## src/rtl/crd_pkg.sv

```systemverilog
package crd_pkg;
  typedef enum logic [2:0] {
    ST_PREFIX = 3'd0,
    ST_R2R    = 3'd1,
    ST_RET    = 3'd2,
    ST_ADDR16 = 3'd3,
    ST_PUSH   = 3'd4,
    ST_OTHER  = 3'd5
  } exec_st_e;

  localparam int FL_C = 0;
  localparam int FL_Z = 1;
  localparam int FL_P = 2;
  localparam int FL_S = 3;
  localparam int NUM_FLAGS = 4;
  localparam int NUM_ENTRIES = 7;

  typedef enum logic [1:0] {SEQ_IDLE = 2'd0, SEQ_LO = 2'd1, SEQ_HI = 2'd2} seq_e;
endpackage

```

## src/rtl/crd_cond_sel.sv

```systemverilog
module crd_cond_sel
  import crd_pkg::*;
(
  input  logic [2:0]           cc,
  input  logic [NUM_FLAGS-1:0] flags,
  output logic                 hold
);
  logic sel_flag;

  always_comb begin
    unique case (cc[2:1])
      2'd0:    sel_flag = flags[FL_Z];
      2'd1:    sel_flag = flags[FL_C];
      2'd2:    sel_flag = flags[FL_P];
      default: sel_flag = flags[FL_S];
    endcase
    // odd codes test the flag set, even codes test it clear
    hold = cc[0] ? sel_flag : ~sel_flag;
  end
endmodule

```

## src/rtl/crd_decode.sv

```systemverilog
module crd_decode
  import crd_pkg::*;
(
  input  logic [7:0]             opcode,
  input  logic                   cond_hold,
  output exec_st_e               nxt,
  output logic                   is_cret,
  output logic [NUM_ENTRIES-1:0] hit
);
  logic     is_cjp, is_ccall, is_nop, is_push, is_cb;
  exec_st_e ent_st [NUM_ENTRIES];
  logic [2:0] acc [NUM_ENTRIES+1];

  always_comb begin
    is_cret  = (opcode[7:6] == 2'b11) && (opcode[2:0] == 3'b000);
    is_cjp   = (opcode[7:6] == 2'b11) && (opcode[2:0] == 3'b010);
    is_ccall = (opcode[7:6] == 2'b11) && (opcode[2:0] == 3'b100);
    is_nop   = (opcode == 8'h00);
    is_push  = (opcode == 8'hE5);
    is_cb    = (opcode == 8'hCB);

    // every conditional return matches exactly one entry in either outcome
    hit[0] = is_cret & cond_hold;
    hit[1] = is_cret & ~cond_hold;
    hit[2] = is_cjp | is_ccall;
    hit[3] = is_nop;
    hit[4] = is_push;
    hit[5] = is_cb;
    hit[6] = ~(is_cret | is_cjp | is_ccall | is_nop | is_push | is_cb);

    ent_st[0] = ST_RET;
    ent_st[1] = ST_R2R;
    ent_st[2] = ST_ADDR16;
    ent_st[3] = ST_R2R;
    ent_st[4] = ST_PUSH;
    ent_st[5] = ST_PREFIX;
    ent_st[6] = ST_OTHER;
  end

  assign acc[0] = 3'd0;
  generate
    for (genvar i = 0; i < NUM_ENTRIES; i++) begin : g_or
      assign acc[i+1] = acc[i] | ({3{hit[i]}} & ent_st[i]);
    end
  endgenerate

  assign nxt = exec_st_e'(acc[NUM_ENTRIES]);
endmodule

```

## src/rtl/crd_seq.sv

```systemverilog
module crd_seq
  import crd_pkg::*;
#(
  parameter int          AW      = 16,
  parameter logic [AW-1:0] SP_INIT = 16'h07FF
) (
  input  logic          clk,
  input  logic          rst_n,
  input  logic          accept,
  input  exec_st_e      nxt,
  input  logic [7:0]    mem_rdata,
  output logic [AW-1:0] mem_addr,
  output logic          mem_rd,
  output logic          busy,
  output exec_st_e      exec_state,
  output logic          rf_we,
  output logic [AW-1:0] pc,
  output logic [AW-1:0] sp
);
  seq_e          seq_q, seq_d;
  logic [7:0]    lo_q, lo_d;
  logic [AW-1:0] pc_d, sp_d;
  exec_st_e      st_d;
  logic          we_d;
  logic          st_en;

  always_comb begin
    seq_d = seq_q;
    lo_d  = lo_q;
    pc_d  = pc;
    sp_d  = sp;
    st_d  = exec_state;
    we_d  = rf_we;
    st_en = 1'b0;
    unique case (seq_q)
      SEQ_IDLE: if (accept) begin
        st_en = 1'b1;
        st_d  = nxt;
        we_d  = (nxt == ST_OTHER);
        if (nxt == ST_RET) begin
          seq_d = SEQ_LO;
        end else begin
          pc_d = pc + AW'(1);
          if (nxt == ST_PUSH) sp_d = sp - AW'(2);
        end
      end
      SEQ_LO: begin
        lo_d  = mem_rdata;
        seq_d = SEQ_HI;
      end
      default: begin
        pc_d  = {mem_rdata, lo_q};
        sp_d  = sp + AW'(2);
        seq_d = SEQ_IDLE;
      end
    endcase
  end

  always_ff @(posedge clk or negedge rst_n) begin
    if (!rst_n) begin
      seq_q      <= SEQ_IDLE;
      lo_q       <= 8'h00;
      pc         <= '0;
      sp         <= SP_INIT;
      exec_state <= ST_R2R;
      rf_we      <= 1'b0;
    end else begin
      seq_q <= seq_d;
      lo_q  <= lo_d;
      pc    <= pc_d;
      sp    <= sp_d;
      if (st_en) begin
        exec_state <= st_d;
        rf_we      <= we_d;
      end
    end
  end

  assign busy     = (seq_q != SEQ_IDLE);
  assign mem_rd   = busy;
  assign mem_addr = (seq_q == SEQ_HI) ? sp + AW'(1) : sp;


  pop_sp_chk: assert property (@(posedge clk) disable iff (!rst_n)
    (seq_q == SEQ_HI) |=> (sp == $past(sp) + AW'(2)) && !busy);


  busy_hold_chk: assert property (@(posedge clk) disable iff (!rst_n)
    (seq_q == SEQ_LO) |=> $stable(exec_state) && $stable(pc) && busy);
endmodule

```

## src/rtl/cond_ret_dispatch.sv

```systemverilog
module cond_ret_dispatch
  import crd_pkg::*;
#(
  parameter int            AW      = 16,
  parameter logic [AW-1:0] SP_INIT = 16'h07FF
) (
  input  logic          clk,
  input  logic          rst_n,
  input  logic          op_valid,
  input  logic [7:0]    opcode,
  input  logic [3:0]    flags,
  input  logic [7:0]    mem_rdata,
  output logic [15:0]   mem_addr,
  output logic          mem_rd,
  output logic          busy,
  output logic [2:0]    exec_state,
  output logic          rf_we,
  output logic [15:0]   pc,
  output logic [15:0]   sp
);
  logic                   hold, is_cret, accept;
  logic [NUM_ENTRIES-1:0] hit;
  exec_st_e               nxt, st_q;

  crd_cond_sel u_sel (.cc(opcode[5:3]), .flags(flags), .hold(hold));

  crd_decode u_dec (
    .opcode(opcode), .cond_hold(hold), .nxt(nxt), .is_cret(is_cret), .hit(hit)
  );

  assign accept = op_valid & ~busy;

  crd_seq #(.AW(AW), .SP_INIT(SP_INIT)) u_seq (
    .clk(clk), .rst_n(rst_n), .accept(accept), .nxt(nxt),
    .mem_rdata(mem_rdata), .mem_addr(mem_addr), .mem_rd(mem_rd),
    .busy(busy), .exec_state(st_q), .rf_we(rf_we), .pc(pc), .sp(sp)
  );

  assign exec_state = st_q;


  one_entry_chk: assert property (@(posedge clk) disable iff (!rst_n)
    op_valid |-> $onehot(hit));


  no_prefix_chk: assert property (@(posedge clk) disable iff (!rst_n)
    (op_valid && is_cret) |-> (nxt != ST_PREFIX));


  not_taken_chk: assert property (@(posedge clk) disable iff (!rst_n)
    (accept && is_cret && !hold) |=> (st_q == ST_R2R) && !rf_we && $stable(sp)
      && (pc == $past(pc) + AW'(1)));


  taken_chk: assert property (@(posedge clk) disable iff (!rst_n)
    (accept && is_cret && hold) |=> busy && mem_rd && (mem_addr == sp));
endmodule

```

## config.mk

```make
export PLATFORM = sky130hd
export DESIGN_NAME = cond_ret_dispatch
export DESIGN_NICKNAME = d
export VERILOG_FILES = /design/src/rtl/crd_pkg.sv /design/src/rtl/crd_cond_sel.sv /design/src/rtl/crd_decode.sv /design/src/rtl/crd_seq.sv /design/src/rtl/cond_ret_dispatch.sv
export SDC_FILE = /design/constraint.sdc
export NUM_CORES = 1
export LEC_CHECK = 0
export CAP_MARGIN = 20
export CORE_ASPECT_RATIO = 0.8
export CORE_MARGIN = 2
export CORE_UTILIZATION = 54
export CTS_BUF_LIST = sky130_fd_sc_hd__clkbuf_16
export CTS_CLUSTER_SIZE = 20
export DETAILED_ROUTE_END_ITERATION = 7
export HOLD_SLACK_MARGIN = 0.15
export PLACE_DENSITY = 0.86
export SETUP_SLACK_MARGIN = 0.05
export SYNTH_ARGS = -nofsm -noshare
export SYNTH_HDL_FRONTEND = slang
export SYNTH_HIERARCHICAL = 1
export SYNTH_SLANG_ARGS = --single-unit
```

## constraint.sdc

```tcl
create_clock -name clk -period 6.47 [get_ports clk]
set_input_delay 0.9705 -clock clk [delete_from_list [all_inputs] [get_ports clk]]
set_output_delay 0.9705 -clock clk [all_outputs]
set_load 0.01 [all_outputs]
```

==> reports/metrics.yaml <==
run_status:
  outcome: "complete, no violations"
sta:
  fmax_mhz: 251
  grt_setup_unrepaired: "no"
  hold_violations: 0
  slew_violations: 0
  slew_headroom_pct: 45.7
  period_share_pct: 61.5
  setup_viol: 0
  tightest_slew_ns: 0.812
  skew_ns: 0.00317
  timing.hold.ws_ns: 0.500
  post-route-min-period_ns: 3.98
  fin_tns_setup_ns: 0
pwr:
  p_comb_share_pct: 39.6
  peakVddDrop_v: 0.000180
  switching_share_pct: 36.5
  clkPwrFrac_pct: 21.8
  switchingPower_uw: 472
  p_per_area_nw_per_um2: 323
  p_int_uw: 821
  power.leakage_nw: 1.56
  p_seq_share_pct: 38.6
clock_network:
  clkLatencyLatePin_ns: 0.28
  postCtsSetupBuffers: 0
  postCtsResizedCells: 0
  clk_path_buf_depth: 2
  cts_buffers: 5
  cts_hold_buf: 0
  clk_pin_slew_ns: 0.06
  htree_num_levels: 2
  cts_sinks: 45
  cts-root-buf: "clkbuf_16"
  cts_tree: "built"
global_route:
  grt_pass1_wl_mm: 13.5
  grt_max_degree: 46
  antenna_found_initial: 0
  grt.total_usage_pct: 27.0
  overflow: 0
  grt_pass1_vias: 2718
routing:
  drc_errors: 0
  routed_wl_mm: 8.39
  detail-route-antenna-nets: 0
  viasPerCell: 6.14
  drtIter0Drc: 419
  vias: 3010
  firstDrtPassIters: 5
  drt-wirelength-per-cell_um: 17.1
finish:
  drive_gt1_share_pct: 11.4
  diodes: 0
  multiInputGateArea_sq_um: 1800
  regArea_sq_um: 1140
  areaGrowthSynthToFinish_pct: 29.2
  num-fill-cells: 414
  fin_nets: 437
yosys:
  syn-cell-area_sq_um: 3100
  syn_avg_cell_area_sq_um: 8.74
  yosysWarningCount: 6
  synth_nets: 381
  synth_cells: 355
worst_setup_path:
  critPathLaunchType: "flop"
  path_max_fanout: 36
  cp.arrival_ns: 3.01
  crit_type: "reg -> out"
  endpoint_kind: "primary output"
  critPathRequiredTime_ns: 5.50
die:
  rows: 24
  start_util_pct: 56.5
  core_area_sq_um: 5500
  die-height_um: 71.8
  die_x_um: 88.8
  die_area_sq_um: 6380
  io_pins: 77
placed_design:
  gp_congestion: 0.886
  place_hpwl_mm: 5.78
  io_buffers: 75
flow_run:
  drv_cap: 0
min_path:
  worst_hold_path_type: "reg -> reg"
final timing paths:
path,start,end,slack (ns),depth (start not counted)
max in group asynchronous,rst_n,u_seq/sp[3]$_DFFE_PN1P_,5.40,2
setup reg to reg,u_seq/seq_q[1]$_DFFE_PN0P_,u_seq/sp[10]$_DFFE_PN1P_,2.65,9
setup / recovery,u_seq/seq_q[1]$_DFFE_PN0P_,busy,2.49,4
min in group asynchronous,rst_n,u_seq/sp[11]$_DFFE_PN0P_,0.54,1
hold / removal,u_seq/lo_q[4]$_DFFE_PN0N_,u_seq/lo_q[4]$_DFFE_PN0N_,0.50,1
hold reg to reg,u_seq/lo_q[4]$_DFFE_PN0N_,u_seq/lo_q[4]$_DFFE_PN0N_,0.50,1
critical path, cell delays in order, from the launching register on:
cell and delay [ns]:
dfrtp_1 0.65, nor2_4 0.77, inv_1 0.45, buf_4 0.34
clkdlybuf4s50_1 0.50
state kept, by name, summed over array words and instances (netlist names):
name,cells
u_seq/exec_state,3
u_seq/pc,16
u_seq/lo_q,8
u_seq/sp,15
u_seq/rf_we,1
u_seq/seq_q,2
metal layers:
metal	up-vias	track usage, %	wire length (um)
li1	1386	-	-
met1	1399	41.5	3670
met2	207	38.5	3710
met3	18	5.30	827
met4	0	8.25	184
met5	-	0	0
metrics by stage:
| step | std cells | cell area (sq um) | power [mW] | worst slack [ns] | utilization (%) |
|---|---|---|---|---|---|
| 6_report | 490 | 4010 | 1.29 | 2.49 | 73.0 |
| 3_3_place_gp | 481 | 3830 | 0.980 | 2.46 | 69.6 |
| 2_1_floorplan | 355 | 3100 | 0.752 | 3.07 | - |
| 3_5_place_dp | 481 | 3830 | 0.997 | 2.36 | 69.6 |
| 5_1_grt | 490 | 4010 | 1.37 | 2.30 | 73.0 |
| 4_1_cts | 489 | 3990 | 1.29 | 2.55 | 72.6 |
area by class of cell:
cell class | instances | area share [%]
Inverter | 8 | 0.780
Timing Repair Buffer | 78 | 19.5
Sequential cell | 45 | 28.4
Tap cell | 78 | 2.43
Clock inverter | 3 | 0.936
Multi-Input combinational cell | 273 | 44.8
Clock buffer | 5 | 3.12
layout by cell type, fill, tap and decap left out, types with 5 or more instances in the layout:
master	instances
a21oi_1	18
xnor2_1	16
clkbuf_16	5
nand3_1	21
and3_1	8
nand2_1	24
mux2i_1	5
a31oi_1	8
inv_1	8
nor2_1	38
nor3_1	11
or4_1	5
o21ai_0	22
xor2_1	17
clkdlybuf4s50_1	74
mux2_2	12
dfrtp_1	34
dfstp_2	11
power by group through the flow:
stage	combinational (mW)	sequential, mW	clock [mW]
after detailed placement	0.501	0.496	0
after floorplan	0.313	0.439	0
final	0.512	0.499	0.282
after CTS	0.507	0.492	0.289
after global routing	0.558	0.512	0.301
after global placement	0.489	0.491	0
Note: power is estimated with default switching activity, not from simulation.
